[config.mk]
export PLATFORM = sky130hd
export DESIGN_NAME = iack_chain_origin
export DESIGN_NICKNAME = d
export VERILOG_FILES = /design/src/rtl/iackc_pkg.sv /design/src/rtl/iackc_sync.sv /design/src/rtl/iackc_fsm.sv /design/src/rtl/iack_chain_origin.sv
export SDC_FILE = /design/constraint.sdc
export NUM_CORES = 1
export LEC_CHECK = 0
export BUFFER_PORTS_ARGS = -buffer_cell sky130_fd_sc_hd__buf_2
export CORE_AREA = 2 2 39 41
export CTS_BUF_LIST = sky130_fd_sc_hd__clkbuf_8
export CTS_CLUSTER_SIZE = 8
export DETAILED_ROUTE_END_ITERATION = 7
export DIE_AREA = 0 0 41 43
export GPL_ROUTABILITY_DRIVEN = 0
export SLEW_MARGIN = 5
export SYNTH_ARGS = -nofsm -noshare
export SYNTH_HDL_FRONTEND = slang
export SYNTH_HIERARCHICAL = 1
export SYNTH_SLANG_ARGS = --single-unit
[constraint.sdc]
create_clock -name clk -period 1.95 [get_ports clk]
set_input_delay 0.39 -clock clk [delete_from_list [all_inputs] [get_ports clk]]
set_output_delay 0.39 -clock clk [all_outputs]
set_load 0.1 [all_outputs]
[src/rtl/iackc_pkg.sv]
package iackc_pkg;
   typedef enum logic [1:0] {
      ST_IDLE  = 2'd0,
      ST_WAIT  = 2'd1,
      ST_DRIVE = 2'd2,
      ST_HOLD  = 2'd3
   } chain_st_e;

   localparam int unsigned IN_W = 3;
   localparam int unsigned IDX_ACK = 0;
   localparam int unsigned IDX_AS  = 1;
   localparam int unsigned IDX_DSA = 2;
endpackage

[src/rtl/iackc_sync.sv]
module iackc_sync #(
   parameter int unsigned WIDTH  = 3,
   parameter int unsigned STAGES = 2,
   parameter logic [WIDTH-1:0] RST_VAL = '1
) (
   input  logic             clk,
   input  logic             rst_n,
   input  logic [WIDTH-1:0] d,
   output logic [WIDTH-1:0] q
);
   generate
      for (genvar i = 0; i < STAGES; i++) begin : g_stage
         logic [WIDTH-1:0] q_r;
         if (i == 0) begin : g_first
            always_ff @(posedge clk or negedge rst_n)
               if (!rst_n) q_r <= RST_VAL;
               else        q_r <= d;
         end else begin : g_next
            always_ff @(posedge clk or negedge rst_n)
               if (!rst_n) q_r <= RST_VAL;
               else        q_r <= g_stage[i-1].q_r;
         end
      end
   endgenerate

   assign q = g_stage[STAGES-1].q_r;
endmodule

[src/rtl/iackc_fsm.sv]
module iackc_fsm
   import iackc_pkg::*;
#(
   parameter int unsigned ASSERT_DLY  = 4,
   parameter int unsigned RECOVER_CYC = 6,
   parameter int unsigned CNT_W       = 3
) (
   input  logic clk,
   input  logic rst_n,
   input  logic start_i,
   input  logic stop_i,
   output logic chain_n_o
);
   localparam logic [CNT_W-1:0] DLY_LAST = CNT_W'(ASSERT_DLY);
   localparam logic [CNT_W-1:0] REC_LAST = CNT_W'(RECOVER_CYC);
   localparam logic [CNT_W-1:0] CNT_ONE  = CNT_W'(1);

   chain_st_e        st_q;
   logic [CNT_W-1:0] cnt_q;
   logic             out_q;

   always_ff @(posedge clk or negedge rst_n) begin
      if (!rst_n) begin
         st_q  <= ST_IDLE;
         cnt_q <= '0;
         out_q <= 1'b1;
      end else begin
         unique case (st_q)
            ST_IDLE: begin
               if (start_i) begin
                  st_q  <= ST_WAIT;
                  cnt_q <= CNT_ONE;
               end
            end
            ST_WAIT: begin
               if (stop_i) begin
                  st_q <= ST_IDLE;
               end else if (cnt_q == DLY_LAST) begin
                  st_q  <= ST_DRIVE;
                  out_q <= 1'b0;
               end else begin
                  cnt_q <= cnt_q + CNT_ONE;
               end
            end
            ST_DRIVE: begin
               if (stop_i) begin
                  st_q  <= ST_HOLD;
                  out_q <= 1'b1;
                  cnt_q <= CNT_ONE;
               end
            end
            ST_HOLD: begin
               if (cnt_q == REC_LAST) st_q  <= ST_IDLE;
               else                   cnt_q <= cnt_q + CNT_ONE;
            end
            default: st_q <= ST_IDLE;
         endcase
      end
   end

   assign chain_n_o = out_q;
endmodule

[src/rtl/iack_chain_origin.sv]
module iack_chain_origin
   import iackc_pkg::*;
#(
   parameter int unsigned SYNC_STAGES = 2,
   parameter int unsigned ASSERT_DLY  = 4,
   parameter int unsigned RELEASE_MAX = 8,
   parameter int unsigned RECOVER_CYC = 6
) (
   input  logic clk,
   input  logic rst_n,
   input  logic bus_ack_n,
   input  logic addr_strobe_n,
   input  logic data_strobe_a_n,
   output logic chain_out_n
);
   localparam int unsigned CNT_MAX = (ASSERT_DLY > RECOVER_CYC) ? ASSERT_DLY : RECOVER_CYC;
   localparam int unsigned CNT_W   = $clog2(CNT_MAX + 1);

   generate
      if (SYNC_STAGES < 2) begin : g_bad_sync
         $error("SYNC_STAGES must be at least 2");
      end
      if (ASSERT_DLY < 1) begin : g_bad_dly
         $error("ASSERT_DLY must be at least 1");
      end
      if (RECOVER_CYC < 1) begin : g_bad_rec
         $error("RECOVER_CYC must be at least 1");
      end
      if (RELEASE_MAX < SYNC_STAGES + 1) begin : g_bad_rel
         $error("RELEASE_MAX cannot cover the synchronizer plus one register");
      end
   endgenerate

   logic [IN_W-1:0] raw_in, sync_in;
   logic            ack_s, as_s, dsa_s, dsa_d;
   logic            dsa_fall, start, stop;

   assign raw_in[IDX_ACK] = bus_ack_n;
   assign raw_in[IDX_AS]  = addr_strobe_n;
   assign raw_in[IDX_DSA] = data_strobe_a_n;

   iackc_sync #(.WIDTH(IN_W), .STAGES(SYNC_STAGES), .RST_VAL('1)) u_sync (
      .clk   (clk),
      .rst_n (rst_n),
      .d     (raw_in),
      .q     (sync_in)
   );

   assign ack_s = sync_in[IDX_ACK];
   assign as_s  = sync_in[IDX_AS];
   assign dsa_s = sync_in[IDX_DSA];

   always_ff @(posedge clk or negedge rst_n)
      if (!rst_n) dsa_d <= 1'b1;
      else        dsa_d <= dsa_s;

   assign dsa_fall = dsa_d & ~dsa_s;
   assign start    = dsa_fall & ~ack_s;
   assign stop     = as_s;

   iackc_fsm #(.ASSERT_DLY(ASSERT_DLY), .RECOVER_CYC(RECOVER_CYC), .CNT_W(CNT_W)) u_fsm (
      .clk       (clk),
      .rst_n     (rst_n),
      .start_i   (start),
      .stop_i    (stop),
      .chain_n_o (chain_out_n)
   );
endmodule

# Yosys cells after proc, flatten, opt, wreduce, memory -nomap -nowiden
# Cells that the tools add are included.
# W data, S select, Z words.
[word_totals]
regBits = 13
input_bits = 5
[classes]
n_addsub = 1
n_eq_ne = 13
n_mux = 16
bitwise_logic = 4
reduce_logical = 5
[ops]
columns = ["cell", "count"]
rows = [
  ["$mux W3", 5],
  ["$pmux W3 S4", 1],
  ["$mux W2", 5],
  ["$ne A2 B2 Y1 const B", 5],
  ["$pmux W2 S4", 1],
  ["$reduce_and A4 Y1", 2],
  ["$eq A3 B3 Y1 const B", 2],
  ["$reduce_and A5 Y1", 1],
  ["$eq A2 B2 Y1 const B", 2],
  ["$ne A2 B1 Y1 const B", 2],
  ["$add A3 B1 Y3 const B", 1],
  ["$mux W1", 3],
  ["$ne A3 B2 Y1 const B", 1],
  ["$and A1 B1 Y1", 2],
  ["$eq A2 B1 Y1 const B", 1],
  ["$logic_not A2 Y1", 1],
  ["$not A1 Y1", 2],
  ["$pmux W1 S2", 1],
  ["$reduce_bool A2 Y1", 1],
]

# Depth between registers and ports, before layout
[depth]
ltp_word = 5
mapped_depth = 5

# Hierarchy
# The synthesis kept the hierarchy.
[modules_own_cells]
columns = ["mod", "n_inst", "cells_each", "area_each_um2"]
rows = [
  ["iackc_fsm", 1, 42, 412.9],
  ["iackc_sync", 1, 6, 157.7],
  ["iack_chain_origin", 1, 2, 38.8],
]

# Least setup slack after synthesis
# No wires, ideal clock.
[synth_timing]
path_type = "register to register"
from = "register u_fsm.cnt_q[0]"
to = "register u_fsm.cnt_q[1]"
arrival_time_ns = 1.315
t_required_ns = 1.876
slack_ns = 0.561
stages_incl_launch_ff = 6
path_buffers = 0
path_cell_list = "dfrtp_1 > inv_1 > ha_1 > a21oi_2 > mux4_2 > o21ai_2"
[synth_between]
elab_chain_len = 4
[synth_rtl]
columns = ["element", "line_no", "source"]
rows = [
  ["start, declared", "iackc_fsm.sv:19", "logic [CNT_W-1:0] cnt_q;"],
  ["start signal, assigned", "iackc_fsm.sv:42", "cnt_q <= cnt_q + CNT_ONE;"],
  ["start signal, assigned", "iackc_fsm.sv:54", "else cnt_q <= cnt_q + CNT_ONE;"],
  ["$add A3 B1 Y3", "iackc_fsm.sv:42, iackc_fsm.sv:54", ""],
  ["$mux W3", "iackc_fsm.sv:38", "end else if (cnt_q == DLY_LAST) begin"],
  ["$mux W3", "iackc_fsm.sv:36", "if (stop_i) begin"],
  ["$pmux W3 S4", "iackc_fsm.sv:28", "unique case (st_q)"],
]
# Parallel ways exist; a longest one is shown, timed or not. The select of a mux whose other input is x is not followed.
# A chain may end at the register's enable or synchronous reset.

# Worst setup path after layout
[layout_timing]
from = "register u_fsm.out_q, in the netlist u_fsm/chain_n_o"
to = "output port chain_out_n"
[layout_lines]
columns = ["element", "line_no", "source"]
rows = [
  ["start, declared", "iackc_fsm.sv:20", "logic out_q;"],
  ["start signal, assigned", "iackc_fsm.sv:26", "out_q <= 1'b1;"],
  ["start signal, assigned", "iackc_fsm.sv:40", "out_q <= 1'b0;"],
  ["start signal, assigned", "iackc_fsm.sv:48", "out_q <= 1'b1;"],
  ["end, declared", "iack_chain_origin.sv:14", "output logic chain_out_n"],
]
# No word-level cell between the ends.

==> impl_metrics.csv <==
group,metric,value,unit
sta,hold_violations,0,
floorplanning,row_count,14,
worst_setup_path,reg2reg_depth,5,
worst_setup_path,r2r_end,"u_fsm/cnt_q[1]",
synthesis,ys_async_sr_fraction,100,%
detailed_routing,drtPass1Iterations,3,
synthesis,yosysWarnings,6,
floorplanning,core,0.00138,mm2
floorplanning,die_x,41,um
job,drv_cap,0,
worst_setup_path,worstSetupEndpointType,"output pin",
sta,tightestPinTransition,0.485,ns
global_routing,grt_max_degree,14,
worst_setup_path,arrival,1.20,ns
floorplanning,die_h,43,um
detailed_routing,drt-initial-drc-count,3,
worst_setup_path,reg2reg_setup_slack,0.41,ns
place,io_buffers,5,
worst_setup_path,critPathLaunchType,"register",
sta,fin_ws,0.357,ns
synthesis,syn_nets,58,
clocking,cts_tree,"done",
clocking,insertion_delay,0.25,ns
pwr,p_per_area,1100,mW/mm2
clocking,postCtsHoldBufs,0,
global_routing,grt_pass1_wl,1.63,mm
clocking,cts_buffers,3,
sta,slew_headroom,67.9,%
detailed_routing,antenna_left,0,
worst_setup_path,cp.depth,1,
synthesis,ys_types,25,
worst_setup_path,rr_startpoint,"u_fsm/cnt_q[0]",
final_layout,diodes,0,
clocking,clock_path_buffers,2,
clocking,cts_setup_buffers,0,
detailed_routing,vias,397,
sta,max_freq,0.628,GHz
synthesis,syn_avg_cell_area,12.2,um2
sta,setup_tns,0,ns
global_routing,groute.usage.overall,15.0,%
worst_setup_path,slowest_stage,"dfstp_2",
clocking,path_clk_slew,0.06,ns
synthesis,ys.flop_type,"dfstp_2",
detailed_routing,viasPerCell,5.51,
detailed_routing,drc,0,
clocking,cts_resized,0,
worst_setup_path,worstSetupPathType,"reg2out",
floorplanning,top_level_ports,6,
place,post-place-ws,0.441,ns
clocking,cts_htree_levels,1,
pwr,finalPower,0.750,mW
sta,slew_violations,0,
worst_setup_path,required,1.56,ns
final_layout,area_growth,11.5,%
synthesis,ys_ff_latch,13,
final_layout,final_nets,65,
synthesis,synth_cells,50,
run_status,status,"finished, final reports clean",
sta,finClkSkew,0.00210,ns
worst_setup_path,path_buf_inv,1,
clocking,cts.sinks,13,
sta,period_share,81.7,%
worst_setup_path,crit_path_max_fanout,3,
sta,rsz0062_at_grt,"no",
place,dp_hpwl,747,um
worst_setup_path,path_cells,"buf_2",
hold_path,hp-class,"in2async",
global_routing,antenna_found_initial,0,
detailed_routing,routed_wl,1.04,mm
synthesis,syn-cell-area,609,um2
worst_setup_path,path_delay_family,"flip-flops",
global_routing,gr-total-overflow,0,
synthesis,synth_edf_count,0,
sta,setup_viol,0,
detailed_routing,wl_per_cell,14.4,um
floorplanning,die_area,0.00176,mm2
pwr,power.leakage,0.280,nW
clocking,cts-root-buf,"clkbuf_8",
worst_setup_path,slowest_delay,0.53,ns
pwr,vdd_drop_max,0.000521,V
worst_setup_path,crit_start,"u_fsm/chain_n_o",
final_layout,finish.utilization,49.1,%
synthesis,seq_area_frac_synth,55.0,%
sta,period_minus_slack,1.59,ns
floorplanning,start_util,44.0,%
worst_setup_path,endpoint,"chain_out_n",
final_layout,drive_above_1_share,39.3,%
global_routing,grt_pass1_vias,393,
## kinds of logic after synthesis
logic type | after synthesis | share of synthesized area, %
AOI/OAI and AO/OA | 11 | 14.2
DFF | 13 | 55.0
and+or+nand+nor | 15 | 14.0
buffers and inverters | 6 | 5.34
adders and majority gates | 3 | 6.16
muxes | 2 | 5.34
## where the power goes
part,internal [mW],switching (mW)
registers,0.312,0.0443
logic,0.0664,0.0871
clock network,0.141,0.0995
total,0.519,0.231
## metrics by stage
stage	cells	hold slack, ns	instance area, um2
5_1_grt	72	0.0369	679
6_report	72	0.0146	679
3_3_place_gp	68	0.285	633
4_1_cts	72	0.0243	679
2_1_floorplan	50	0.0944	609
3_5_place_dp	68	0.286	633
## worst reg2reg max path, delay by kind of cell (launching register included)
| family | cells | cell delay (ns) |
|---|---|---|
| mux | 1 | 0.51 |
| flops | 1 | 0.41 |
| fa+ha+maj | 1 | 0.22 |
| compound gates | 2 | 0.22 |
| buf+inv | 1 | 0.11 |
## layer usage
layer | vias to the layer above | share of wire, % | track usage, %
met5 | - | 0 | 0
met4 | 0 | 3.8 | 12.0
met3 | 4 | 4.3 | 6.28
met2 | 7 | 49 | 21.9
met1 | 196 | 43 | 15.8
li1 | 190 | - | -
## registers in the layout (all words and copies together) (netlist names), named ones only
signal and count:
dsa_d 1, u_fsm/chain_n_o 1, u_fsm/st_q 1, u_sync/g_stage.q_r 3
u_fsm/cnt_q 3, u_sync/q 3
## cells in the mapped netlist, drive strengths merged (2+ instances only)
cell type	n	share of area, %
nor3b	2	3.3
dfrtp	5	21
buf	3	3.5
ha	3	6.2
dfstp	8	34
nand3	3	2.5
inv	3	1.8
a21oi	3	3.1
o2111ai	2	2.9
nor2	2	1.2
nand2	5	3.1
o21ai	2	2.3
## final cells by class
class / instances / area (um2)
tap: 16 / 20.0
sequential: 13 / 335
timing repair buffer: 5 / 25.0
multi-input combinational: 31 / 241
inverter: 3 / 11.3
clock buffer: 3 / 41.3
fill: 121 / 704
clock inverter: 1 / 5.00
## cells in the final DEF (no fill, tap or decap)
cell type  count
nor2_1         2
nand2_1        5
o2111ai_1      2
clkbuf_8       3
nand3_1        3
mux2i_1        1
o21ai_0        1
nor3b_1        1
mux4_2         1
inv_1          3
dfstp_2        8
o311ai_0       1
clkinv_2       1
or2_1          1
nor3b_2        1
nand4b_1       1
o21a_1         1
o221a_2        1
or3b_1         1
buf_2          5
a21oi_2        1
o21ai_2        1
ha_1           3
a21oi_1        2
a221oi_1       1
dfrtp_1        5
## how the worst min path moves through the flow
stage,startpoint,to,slack (ns),cells after the start
2_1_floorplan,rst_n,asynchronous set/reset pin,0.09,0
3_3_place_gp,rst_n,asynchronous set/reset pin,0.28,1
3_5_place_dp,rst_n,asynchronous set/reset pin,0.29,1
4_1_cts,rst_n,asynchronous set/reset pin,0.02,1
5_1_grt,rst_n,u_fsm/st_q[0],0.04,1
6_report,rst_n,asynchronous set/reset pin,0.01,1
No activity file was read; power rests on OpenSTA's default activity.
